==> src/rtl/adc_rd_pkg.sv <==
package adc_rd_pkg;
  typedef enum logic {
    ORDER_LOW_FIRST  = 1'b0,
    ORDER_HIGH_FIRST = 1'b1
  } byte_order_e;
endpackage

==> src/rtl/adc_rd_strobe_sync.sv <==
module adc_rd_strobe_sync #(
  parameter int   STAGES = 2,
  parameter logic IDLE   = 1'b1
) (
  input  logic clk,
  input  logic rst,
  input  logic raw,
  output logic level,
  output logic fall,
  output logic rise
);
  // chain[STAGES-1] is the synchronized level, chain[STAGES] its previous value
  logic [STAGES:0] chain;

  always_ff @(posedge clk) begin
    if (rst) chain <= {(STAGES+1){IDLE}};
    else     chain <= {chain[STAGES-1:0], raw};
  end

  assign level = chain[STAGES-1];
  assign fall  = chain[STAGES] & ~chain[STAGES-1];
  assign rise  = ~chain[STAGES] & chain[STAGES-1];
endmodule

==> src/rtl/adc_rd_result_bank.sv <==
module adc_rd_result_bank #(
  parameter int NUM_CH = 8,
  parameter int WORD_W = 16,
  localparam int CH_W  = $clog2(NUM_CH)
) (
  input  logic                     clk,
  input  logic                     rst,
  input  logic                     load,
  input  logic [NUM_CH*WORD_W-1:0] results,
  input  logic                     frame_start,
  input  logic [CH_W-1:0]          rd_chan,
  output logic [WORD_W-1:0]        rd_word
);
  // pending holds the last load, frame holds the copy frozen for the open frame
  logic [NUM_CH-1:0][WORD_W-1:0] pending;
  logic [NUM_CH-1:0][WORD_W-1:0] frame;

  for (genvar g = 0; g < NUM_CH; g++) begin : g_ch
    always_ff @(posedge clk) begin
      if (rst)       pending[g] <= '0;
      else if (load) pending[g] <= results[g*WORD_W +: WORD_W];
    end
    always_ff @(posedge clk) begin
      if (rst)              frame[g] <= '0;
      else if (frame_start) frame[g] <= pending[g];
    end
  end

  assign rd_word = frame[rd_chan];

  assert_load_only_R9: assert property (@(posedge clk) disable iff (rst)
    !load |=> $stable(pending));
  assert_frame_frozen_R9: assert property (@(posedge clk) disable iff (rst)
    !frame_start |=> $stable(frame));
endmodule

==> src/rtl/adc_rd_sequencer.sv <==
module adc_rd_sequencer
  import adc_rd_pkg::*;
#(
  parameter int NUM_CH = 8,
  parameter int WORD_W = 16,
  parameter int BYTE_W = 8,
  localparam int BYTES  = WORD_W / BYTE_W,
  localparam int PART_W = $clog2(BYTES),
  localparam int CH_W   = $clog2(NUM_CH),
  localparam int CNT_W  = CH_W + PART_W
) (
  input  logic              clk,
  input  logic              rst,
  input  logic              cs_fall,
  input  logic              cs_rise,
  input  logic              rd_fall,
  input  logic              msb_first,
  input  logic [WORD_W-1:0] chan_word,
  output logic [CH_W-1:0]   chan_idx,
  output logic [BYTE_W-1:0] bus_out,
  output logic              bus_oe,
  output logic              first_out,
  output logic              first_oe
);
  localparam logic [CNT_W-1:0] LAST_CNT = '1;

  logic [CNT_W-1:0]  cnt;
  logic              active;
  logic              wrapped;
  byte_order_e       order_q;
  logic [PART_W-1:0] part;
  logic [PART_W-1:0] slice;
  logic [BYTE_W-1:0] picked;
  logic              step;

  assign chan_idx = cnt[CNT_W-1:PART_W];
  assign part     = cnt[PART_W-1:0];
  assign slice    = (order_q == ORDER_HIGH_FIRST) ? (PART_W'(BYTES-1) - part) : part;
  assign picked   = chan_word[slice*BYTE_W +: BYTE_W];
  assign step     = rd_fall && active && !cs_fall && !cs_rise;

  always_ff @(posedge clk) begin
    if (rst) begin
      cnt       <= '0;
      active    <= 1'b0;
      wrapped   <= 1'b0;
      order_q   <= ORDER_LOW_FIRST;
      bus_out   <= '0;
      bus_oe    <= 1'b0;
      first_out <= 1'b0;
      first_oe  <= 1'b0;
    end else if (cs_fall) begin
      cnt       <= '0;
      active    <= 1'b1;
      wrapped   <= 1'b0;
      order_q   <= byte_order_e'(msb_first);
      bus_out   <= '0;
      bus_oe    <= 1'b1;
      first_out <= 1'b0;
      first_oe  <= 1'b1;
    end else if (cs_rise) begin
      active    <= 1'b0;
      bus_oe    <= 1'b0;
      first_out <= 1'b0;
      first_oe  <= 1'b0;
    end else if (step) begin
      bus_out   <= picked;
      first_out <= (cnt < CNT_W'(BYTES)) && !wrapped;
      cnt       <= cnt + 1'b1;
      if (cnt == LAST_CNT) wrapped <= 1'b1;
    end
  end

  assert_frame_open_R8: assert property (@(posedge clk) disable iff (rst)
    cs_fall |=> (bus_oe && first_oe && cnt == '0));
  assert_frame_close_R2: assert property (@(posedge clk) disable iff (rst)
    (cs_rise && !cs_fall) |=> (!bus_oe && !first_oe));
  assert_advance_R3: assert property (@(posedge clk) disable iff (rst)
    step |=> (cnt == $past(cnt) + 1'b1));
  assert_flag_late_R6: assert property (@(posedge clk) disable iff (rst)
    (step && cnt >= CNT_W'(BYTES)) |=> !first_out);
  assert_wrap_quiet_R7: assert property (@(posedge clk) disable iff (rst)
    (wrapped && !cs_fall) |=> !first_out);
  assert_order_hold_R5: assert property (@(posedge clk) disable iff (rst)
    !cs_fall |=> $stable(order_q));
  assert_idle_still_R10: assert property (@(posedge clk) disable iff (rst)
    (!active && !cs_fall) |=> ($stable(bus_out) && $stable(cnt)));
endmodule

==> src/rtl/adc_byte_readout.sv <==
module adc_byte_readout #(
  parameter int NUM_CH      = 8,
  parameter int WORD_W      = 16,
  parameter int BYTE_W      = 8,
  parameter int SYNC_STAGES = 2,
  localparam int CH_W       = $clog2(NUM_CH)
) (
  input  logic                     clk,
  input  logic                     rst,
  input  logic                     cs_n,
  input  logic                     rd_n,
  input  logic                     msb_first,
  input  logic                     load,
  input  logic [NUM_CH*WORD_W-1:0] results,
  output logic [BYTE_W-1:0]        bus_out,
  output logic                     bus_oe,
  output logic                     first_out,
  output logic                     first_oe
);
  logic cs_level, cs_fall, cs_rise;
  logic rd_level, rd_fall, rd_rise;
  logic [CH_W-1:0]   chan_idx;
  logic [WORD_W-1:0] chan_word;

  adc_rd_strobe_sync #(.STAGES(SYNC_STAGES), .IDLE(1'b1)) u_cs_sync (
    .clk(clk), .rst(rst), .raw(cs_n),
    .level(cs_level), .fall(cs_fall), .rise(cs_rise));

  adc_rd_strobe_sync #(.STAGES(SYNC_STAGES), .IDLE(1'b1)) u_rd_sync (
    .clk(clk), .rst(rst), .raw(rd_n),
    .level(rd_level), .fall(rd_fall), .rise(rd_rise));

  adc_rd_result_bank #(.NUM_CH(NUM_CH), .WORD_W(WORD_W)) u_bank (
    .clk(clk), .rst(rst), .load(load), .results(results),
    .frame_start(cs_fall), .rd_chan(chan_idx), .rd_word(chan_word));

  adc_rd_sequencer #(.NUM_CH(NUM_CH), .WORD_W(WORD_W), .BYTE_W(BYTE_W)) u_seq (
    .clk(clk), .rst(rst), .cs_fall(cs_fall), .cs_rise(cs_rise),
    .rd_fall(rd_fall), .msb_first(msb_first), .chan_word(chan_word),
    .chan_idx(chan_idx), .bus_out(bus_out), .bus_oe(bus_oe),
    .first_out(first_out), .first_oe(first_oe));

  assert_edges_apart_R11: assert property (@(posedge clk) disable iff (rst)
    rd_fall |=> !rd_fall);
  assert_oe_pair_R2: assert property (@(posedge clk) disable iff (rst)
    bus_oe == first_oe);
  assert_cs_level_R2: assert property (@(posedge clk) disable iff (rst)
    (cs_level && !cs_fall && !cs_rise) |=> !bus_oe);
endmodule

==> config.mk <==
export PLATFORM = sky130hd
export DESIGN_NAME = adc_byte_readout
export DESIGN_NICKNAME = d
export VERILOG_FILES = /design/src/rtl/adc_rd_pkg.sv /design/src/rtl/adc_rd_strobe_sync.sv /design/src/rtl/adc_rd_result_bank.sv /design/src/rtl/adc_rd_sequencer.sv /design/src/rtl/adc_byte_readout.sv
export SDC_FILE = /design/constraint.sdc
export NUM_CORES = 1
export LEC_CHECK = 0
export BUFFER_PORTS_ARGS = -buffer_cell sky130_fd_sc_hd__buf_2
export CAP_MARGIN = 10
export CORE_MARGIN = 2
export CORE_UTILIZATION = 50
export CTS_CLUSTER_DIAMETER = 150
export DETAILED_ROUTE_END_ITERATION = 10
export PLACE_DENSITY = 0.67
export RECOVER_POWER = 50
export SLEW_MARGIN = 20
export SYNTH_ARGS = -nofsm -noshare
export SYNTH_HDL_FRONTEND = slang
export SYNTH_SLANG_ARGS = --single-unit
==> constraint.sdc <==
create_clock -name clk -period 1.95 [get_ports clk]
set_input_delay 0.0975 -clock clk [delete_from_list [all_inputs] [get_ports clk]]
set_output_delay 0.0975 -clock clk [all_outputs]
set_load 0.02 [all_outputs]
# After elaboration in Yosys (flattened, before gate mapping)
# Index checks and enable logic that the tools add are counted.
dict set report classes {
  eq_ne 1
  order_cmp 2
  n_reduce_logical 12
  n_mux 5
  shift 1
  bitwise_logic 7
  add_sub_neg 2
}
# cell n
set op_table {}
lappend op_table {{16-bit binary-select mux with 3-bit select} 1}
lappend op_table {{16-bit two-way mux} 1}
lappend op_table {{16-bit by 5-bit indexed part select with 8-bit output} 1}
lappend op_table {{4-bit by 1-bit adder with 4-bit output (second input constant)} 1}
lappend op_table {{4-bit equality test (second input constant)} 1}
lappend op_table {{1-bit logical AND} 4}
lappend op_table {{3-bit by 4-bit < comparator with 1-bit output (second input constant)} 1}
lappend op_table {{4-bit by 2-bit < comparator with 1-bit output (second input constant)} 1}
lappend op_table {{1-bit inverter} 4}
lappend op_table {{1-bit AND} 3}
lappend op_table {{1-bit logical NOT} 3}
lappend op_table {{1-bit two-way mux} 3}
lappend op_table {{3-bit AND reduction} 1}
lappend op_table {{3-bit OR reduction} 1}
lappend op_table {{2-bit AND reduction} 1}
lappend op_table {{2-bit nonzero test} 1}
lappend op_table {{2-bit OR reduction} 1}
lappend op_table {{1-bit subtractor (first input constant)} 1}
dict set report totals {
  output_inout_bits 11
  elab_cells 54
  ff_bits 278
}

# Longest topological paths before layout
# Gate-level depths: netlist of run 1.
dict set report depth {
  ltp_word 6
  depth_mapped 8
  ltp_nobuf 6
}

# Hierarchy
# Synthesis of run 1 repeated with hierarchy kept, for this count alone.
dict set report hier_totals {
  cells_unflattened 983
  hier_area_um2 10876.7
}
# mod instances area_per_inst_um2 cells_each
set modules_own_cells {}
lappend modules_own_cells {adc_rd_result_bank 1 9962.1 881}
lappend modules_own_cells {adc_rd_sequencer 1 729.4 86}
lappend modules_own_cells {adc_rd_strobe_sync 2 92.6 8}

# Worst setup path after synthesis of run 1
# No wires, ideal clock.
dict set report synth_timing {
  path_type {register to register}
  start {register u_cs_sync.chain[1]}
  end {register u_seq.bus_out[6]}
  stages_incl_launch_ff 9
  path_slack_ps 305
  arrival_ps 1574
  t_required_ps 1879
  path_buffers 2
  synth_period_minus_slack_ps 1645
  cell_sequence {dfxtp_1 > inv_1 > ha_1 > clkbuf_1 > or2_2 > clkbuf_1 > nor2_1 > a2bb2oi_1 > o21ai_1}
}
dict set report synth_between {
  elab_chain_len 6
  word_cells_on_any_way 10
  classes_between {bitwise: 4; reduce/logical: 6}
}
# element line
set synth_lines {}
lappend synth_lines {{start: declaration} adc_rd_strobe_sync.sv:13} ;# logic [STAGES:0] chain;
lappend synth_lines {{start signal: assignment} adc_rd_strobe_sync.sv:16} ;# if (rst) chain <= {(STAGES+1){IDLE}};
lappend synth_lines {{start signal: assignment} adc_rd_strobe_sync.sv:17} ;# else chain <= {chain[STAGES-1:0], raw};
lappend synth_lines {{1-bit inverter (*)} adc_rd_strobe_sync.sv:21} ;# assign fall = chain[STAGES] & ~chain[STAGES-1];
lappend synth_lines {{1-bit AND (*)} adc_rd_strobe_sync.sv:21}
lappend synth_lines {{named net cs_fall} adc_byte_readout.sv:20} ;# logic cs_level, cs_fall, cs_rise;
lappend synth_lines {{1-bit logical NOT} adc_rd_sequencer.sv:40} ;# assign step = rd_fall && active && !cs_fall && !cs_rise;
lappend synth_lines {{1-bit logical AND (2 in a row)} adc_rd_sequencer.sv:40}
lappend synth_lines {{2-bit AND reduction (no source line)} n/a}
lappend synth_lines {{end signal: assignment} adc_rd_sequencer.sv:67} ;# bus_out <= picked;
lappend synth_lines {{end: declaration} adc_rd_sequencer.sv:20} ;# output logic [BYTE_W-1:0] bus_out,
# Mark *: on every way through the listed nets, which the timed path passes. The rest lies on a longest branch.
# A chain may end at the register's enable or synchronous reset.

# Worst setup path in the final report of run 1
dict set report layout_timing {
  start {register u_cs_sync.chain[1]}
  end {register u_seq.bus_out[3]}
}
# The elaborated chain is that of the path after synthesis.

==> run metrics, run 1 <==
run status finished, final reports clean; Post-synth EDFFs 0; CTS tree built; Pwr Total 12.4 mW; Hold Fails Final Rpt 0; Initial Utilization 0.509; Pins Over Slew Limit 0; Area Overhead vs Synth 31.2%; syn avg cell area around 11 sq um; synth cell count leaders dfxtp_1, mux2i_1, nor2_1; Synth area leader dfxtp_1; global-route wire length before repair 40.2 mm; fin cells 1,527; kind of critical path reg -> reg; detailed-route via count around 7.7k; Worst-Margin Slew 1250 ps; port buffer count 144; largest net degree at the start of global routing 153; crit-path cells inv_1 -> ha_4 -> or2_2 -> nor2_1 -> a2bb2oi_1 -> o21ai_1; leak pwr ~5.8 nW; # clock sinks 278; dpl hpwl 16.2 mm; CTS resizes 0; slowest cell delay on critical path 500 ps; VDD IR max 0.649 mV; fin crit share 0.914; Die X-Extent 150 um; total track usage 0.227; die footprint 22,600 sq um; layout cell share with drive strength beyond 1 0.183; Max clock buf depth 3; Max-Cap Viols 0; Worst-Skew Late Latency around 540 ps; Post-synth ARST share 0; Core Area 21,000 sq um; Synth top area share 0.520; count leader, synth dfxtp_1; first-pass detailed-route iteration total 5; critical path capture point type flip-flop; Final Skew about 12 ps; grt ovf 0; Synth cell types 27; Clock H-tree levels 1; Final setup viols 0; fin crit period 1780 ps; Seq cells post-synth 278; required time worst endpoint between 2000 and 2500 ps; Routed WL 25.4 mm; min-delay worst type in -> reg; Synthesis Warnings 0; number of global-route vias before repair 7,486; TNS Setup 0 ps; Die H roughly 150 um; Antenna Violating Nets Remaining 0; most used flip-flop cell after synthesis dfxtp_1; postcts setup bufs 0; Net Count, Synth 1,102; critical path data arrival time around 2300 ps; Mapped Area about 11,000 sq um; drt drc 0; Vias/cell between 5 and 6; RSZ-0062 raised after global routing false; crit-path leading delay family simple AND/OR/NAND/NOR gates; CTS buffer count 29; row count 53; CP Buf/Inv Count 1; Seq/Total Area, Yosys 0.520; Max Clk Rate ~0.56 GHz; Mapped Cells slightly below 1k; I/O pin cnt 145; Worst-path clk slew 60 ps; final net count 1,370; largest cells by area after synthesis dfxtp_1, mux2i_1, nor2_1, mux4_2, buf_2; Ant. Diodes 0; gpl congestion 0.840; Initial DRC Count about 520; placed insts 1,332; initial antenna violation count 0; hold_buf cts ~150; Critical Path Slowest Stage Cell nor2_1; Routed wire per std cell 16.6 um; FILL cells roughly 1.6k; CP max FO 8; worst relative slew slack 0.169; CP Launch Type flip-flop; Clock Root Buffer clkbuf_16; power density cells 882 nW/um^2
-- flip-flops by register name, indices dropped and copies added (netlist names) --
register         count
u_bank.frame       128
u_seq.cnt            4
u_seq.first_oe       1
u_cs_sync.chain      3
u_seq.bus_out        8
u_seq.order_q        1
u_rd_sync.chain      3
u_seq.wrapped        1
u_bank.pending     128
u_seq.first_out      1
-- routing by layer --
layer,vias to the layer above,global-route usage,share of wire
met2,175,0.337,0.42
li1,3852,-,-
met1,3645,0.348,0.52
met5,-,0,0
met3,37,0.0261,0.035
met4,0,0.0632,0.025
-- power breakdown --
part	internal, mW	total [mW]	switching, mW
Sequential	5.89	6.02	0.131
Clock	3.18	5.36	2.18
Combinational	0.567	0.998	0.431
Total	9.64	12.4	2.74
-- tightest hold or removal path, stage by stage --
cell	delay (ps)
dlygate4sd3_1	510
buf_2	90
mux2i_1	50
nor2_1	70
-- layout by cell type, fill, tap and decap left out, drive strengths merged, types with 2 or more instances in the layout --
master / Yosys / layout
a2bb2oi: 8 / 8
buf: 40 / 145
bufinv: 0 / 2
clkbuf: 30 / 59
clkinv: 0 / 4
dfxtp: 278 / 278
dlygate4sd3: 0 / 145
ha: 3 / 3
inv: 3 / 5
mux2i: 276 / 276
mux4: 32 / 32
nand3: 3 / 3
nor2: 265 / 265
o21ai: 8 / 8
or2: 7 / 7
xnor2: 2 / 2
xor2: 2 / 2
-- cells by family (layout without fill, tap and decap cells) --
logic type,after synthesis,in the layout,share of synthesized area
AO/OA/AOI/OAI,17,17,0.0110
flip-flops,278,278,0.520
AND/OR/NAND/NOR,282,282,0.103
XOR/XNOR,4,4,0.00328
buffers and inverters,73,360,0.0322
adder cells (fa/ha/maj),3,3,0.00351
multiplexers,308,308,0.327
-- layout make-up --
| class | count | area (sq um) | area share |
|---|---|---|---|
| Clock buffer | 42 | 825 | 0.0588 |
| Clock inverter | 8 | 100 | 0.00713 |
| Inverter | 3 | 11.3 | 0.000802 |
| Multi-Input combinational cell | 614 | 4800 | 0.342 |
| Sequential cell | 278 | 5570 | 0.397 |
| Tap cell | 275 | 344 | 0.0245 |
| Timing Repair Buffer | 307 | 2380 | 0.170 |
-- per-stage QoR --
stage	util	area (sq um)	hold WS, ps	setup WS, ps
4_1_cts	0.670	14100	61.9	216
3_5_place_dp	0.557	11700	282	229
3_3_place_gp	0.557	11700	288	286
6_report	0.668	14000	325	167
2_1_floorplan	-	10700	201	305
5_1_grt	0.668	14000	337	39.7
-- worst paths after layout --
check	from	to	slack (ps)	cells after the start
setup / recovery	u_cs_sync.chain[1]	u_seq.bus_out[3]	170	6
hold / removal	results[34]	u_bank.pending[34]	320	4
setup reg to reg	u_cs_sync.chain[1]	u_seq.bus_out[3]	170	6
hold reg to reg	u_rd_sync.chain[0]	u_rd_sync.chain[1]	440	1
Note: power is estimated with default switching activity, not from simulation.
==> run 2: changes to the inputs <==
--- a/config.mk
+++ b/config.mk
@@ -5,6 +5,8 @@
 export SDC_FILE = /design/constraint.sdc
 export NUM_CORES = 1
 export LEC_CHECK = 0
+export ABC_AREA = 1
+export ABC_CLOCK_PERIOD_IN_PS = 1950
 export BUFFER_PORTS_ARGS = -buffer_cell sky130_fd_sc_hd__buf_2
 export CAP_MARGIN = 10
 export CORE_MARGIN = 2
==> run metrics, run 2 <==
FILL cells 1,894 (+17%); Area Overhead vs Synth 29.1%; most frequent cells in the layout nor2_1, dfxtp_1, o21ai_0; initial antenna violation count 0 (unchanged); Die H 152 um (+1.2%); fin crit share 0.883 (-0.0317); number of global-route vias before repair 9,485 (+27%); Final Skew 9.11 ps (-2.54 ps); TNS Setup 0 ps (unchanged); Pins Over Slew Limit 0 (unchanged); CTS tree built; run status finished, final reports clean; crit-path leading delay family simple AND/OR/NAND/NOR gates; worst setup margin 229 ps (+61.9 ps); CP max FO 24 (+16); Synth area leader dfxtp_1; Post-synth EDFFs 0 (unchanged); dpl hpwl 17.2 mm (+6.2%); Final setup viols 0 (unchanged); Antenna Violating Nets Remaining 0 (unchanged); global-route wire length before repair 46.8 mm (+16%); Mapped Cells 1,490 (+54%); Net Count, Synth 1,627 (+48%); drt drc 0 (unchanged); gpl congestion 0.855 (+1.8%); Critical Path Slowest Stage Cell dfxtp_1; RSZ-0062 raised after global routing false; Max clock buf depth 3 (unchanged); largest net degree at the start of global routing 129 (-16%); CP Buf/Inv Count 3 (+2); total track usage 0.239 (+0.0123); Synth top area share 0.507 (-0.0128); min-delay worst type in -> reg; Seq cells post-synth 278 (unchanged); grt ovf 0 (unchanged); count leader, synth nor2_1; first-pass detailed-route iteration total 5 (unchanged); slowest cell delay on critical path 340 ps (-160 ps); row count 54 (+1.9%); Hold Fails Final Rpt 0 (unchanged); final net count 1,849 (+35%); critical path capture point type flip-flop; Die X-Extent 152 um (+1.2%); Mapped Area 11,000 sq um (+2.5%); Worst-Skew Late Latency 530 ps (about the same); postcts setup bufs 0 (unchanged); die footprint 23,100 sq um (+2.5%); synth cell count leaders nor2_1, dfxtp_1, o21ai_0; VDD IR max 0.612 mV (-5.6%); CTS buffer count 29 (unchanged); biggest registers after layout u_bank.frame: 128 flops, u_bank.pending: 128 flops, u_seq.bus_out: 8 flops; CP Launch Type flip-flop; leak pwr 6.11 nW (+4.9%); port buffer count 144 (unchanged); register area 5570 sq um (unchanged); Worst-path clk slew 60 ps (about the same); detailed-route via count 10.1k (+31%); Max Clk Rate 0.581 GHz (+3.6%); power density cells 929 nW/um^2 (+5.3%); kind of critical path reg -> reg; CTS resizes 0 (unchanged); Place WS 233 ps (+4.22 ps); required time worst endpoint 2380 ps (-30 ps); Synthesis Warnings 0 (unchanged); critical path data arrival time 2150 ps (-100 ps); layout cell share with drive strength beyond 1 0.127 (-0.0558); syn avg cell area 7.36 sq um (-34%); Routed wire per std cell 14.1 um (-16%); worst relative slew slack 0.649 (+0.480); Clock Root Buffer clkbuf_16; Clock H-tree levels 1 (unchanged); Worst-Margin Slew 526 ps (-720 ps); Ant. Diodes 0 (unchanged); # clock sinks 278 (unchanged); Max-Cap Viols 0 (unchanged); largest cells by area after synthesis dfxtp_1, o21ai_0, nor2_1, a21oi_1, nand3_1; Synth cell types 29 (+7.4%); Initial Utilization 0.506 (-0.00325); most used flip-flop cell after synthesis dfxtp_1; Routed WL 28.3 mm (+11%); crit-path cells inv_1 -> ha_1 -> inv_6 -> nand2_2 -> nor2_4 -> nand3_4 -> inv_4 -> nand3_1 -> and3_1; I/O pin cnt 145 (unchanged); commonest non-fill, non-tap cell in the layout nor2_1; Initial DRC Count 628 (+21%); fin crit period 1720 ps (-61.9 ps); Core Area 21,700 sq um (+3.2%); multi-input logic area 4330 sq um (-9.8%); Vias/cell 5.03 (-0.32%); Seq/Total Area, Yosys 0.507 (-0.0128); Post-synth ARST share 0 (unchanged)
## run 2: cell types whose count changed after synthesis, sizes merged, moves of 112 or more
cell   delta
mux2i   -276
o21ai   +259
nand2   +141
inv     +138
a21oi   +122
nand3   +112
## run 2: per-layer routing
metal	global-route usage	wire, um	vias up
li1	-	-	5242
met5	0	0	-
met3	0.0374	1470	53
met1	0.338	13600	4583
met2	0.381	12500	242
met4	0.0676	662	0
## run 2: through the flow
step	area [sq um]	hold slack, ps	utilization	std cells	total power, mW
finish	14200	173	0.653	2011	13.2
global route	14200	235	0.653	2011	13.7
CTS	14200	178	0.654	2011	13.2
detailed placement	11800	283	0.545	1827	7.20
global placement	11800	285	0.545	1827	7.18
floorplan	11000	170	-	1490	6.84
## run 2: cell type report
cell class,instances,area share
flip-flops and latches,278,0.393
multi-input cells,960,0.306
repair buffers,302,0.166
clock buffers,38,0.0572
inverters,141,0.0383
well taps,280,0.0247
clock inverters,12,0.0151
## run 2: worst paths after layout
kind	start	end	slack (ps)	cells after the start
worst max-delay path	u_cs_sync.chain[1]	u_seq.cnt[2]	230	9
worst min register to register	u_rd_sync.chain[0]	u_rd_sync.chain[1]	420	1
worst max register to register	u_cs_sync.chain[1]	u_seq.cnt[2]	230	9
worst min-delay path	load	u_bank.pending[15]	170	5
## run 2: worst min-delay path: stages
cell and delay [ps]:
buf_4 110, inv_4 40, buf_12 230, nor2_1 130, nor2_1 50
## run 2: timing repair
action                     4_1_cts  5_1_grt
hold buffers                   134        0
setup endpoints to repair        0        0
hold endpoints to repair       137        0
## run 2: power by group
| group | leakage (nW) | total [mW] | switching (mW) | internal, mW |
|---|---|---|---|---|
| combinational | 3.31 | 1.15 | 0.610 | 0.537 |
| clock | 0.507 | 5.86 | 2.17 | 3.69 |
| sequential | 2.29 | 6.15 | 0.142 | 6.01 |
## run 2: cell families (layout without fill, tap and decap cells)
logic type,after synthesis,in the layout,synth area share
XOR/XNOR,2,2,0.00228
flip-flops,278,278,0.507
AO/OA/AOI/OAI,391,391,0.179
adder cells (fa/ha/maj),3,3,0.00342
buffers and inverters,252,493,0.0978
AND/OR/NAND/NOR,564,564,0.210
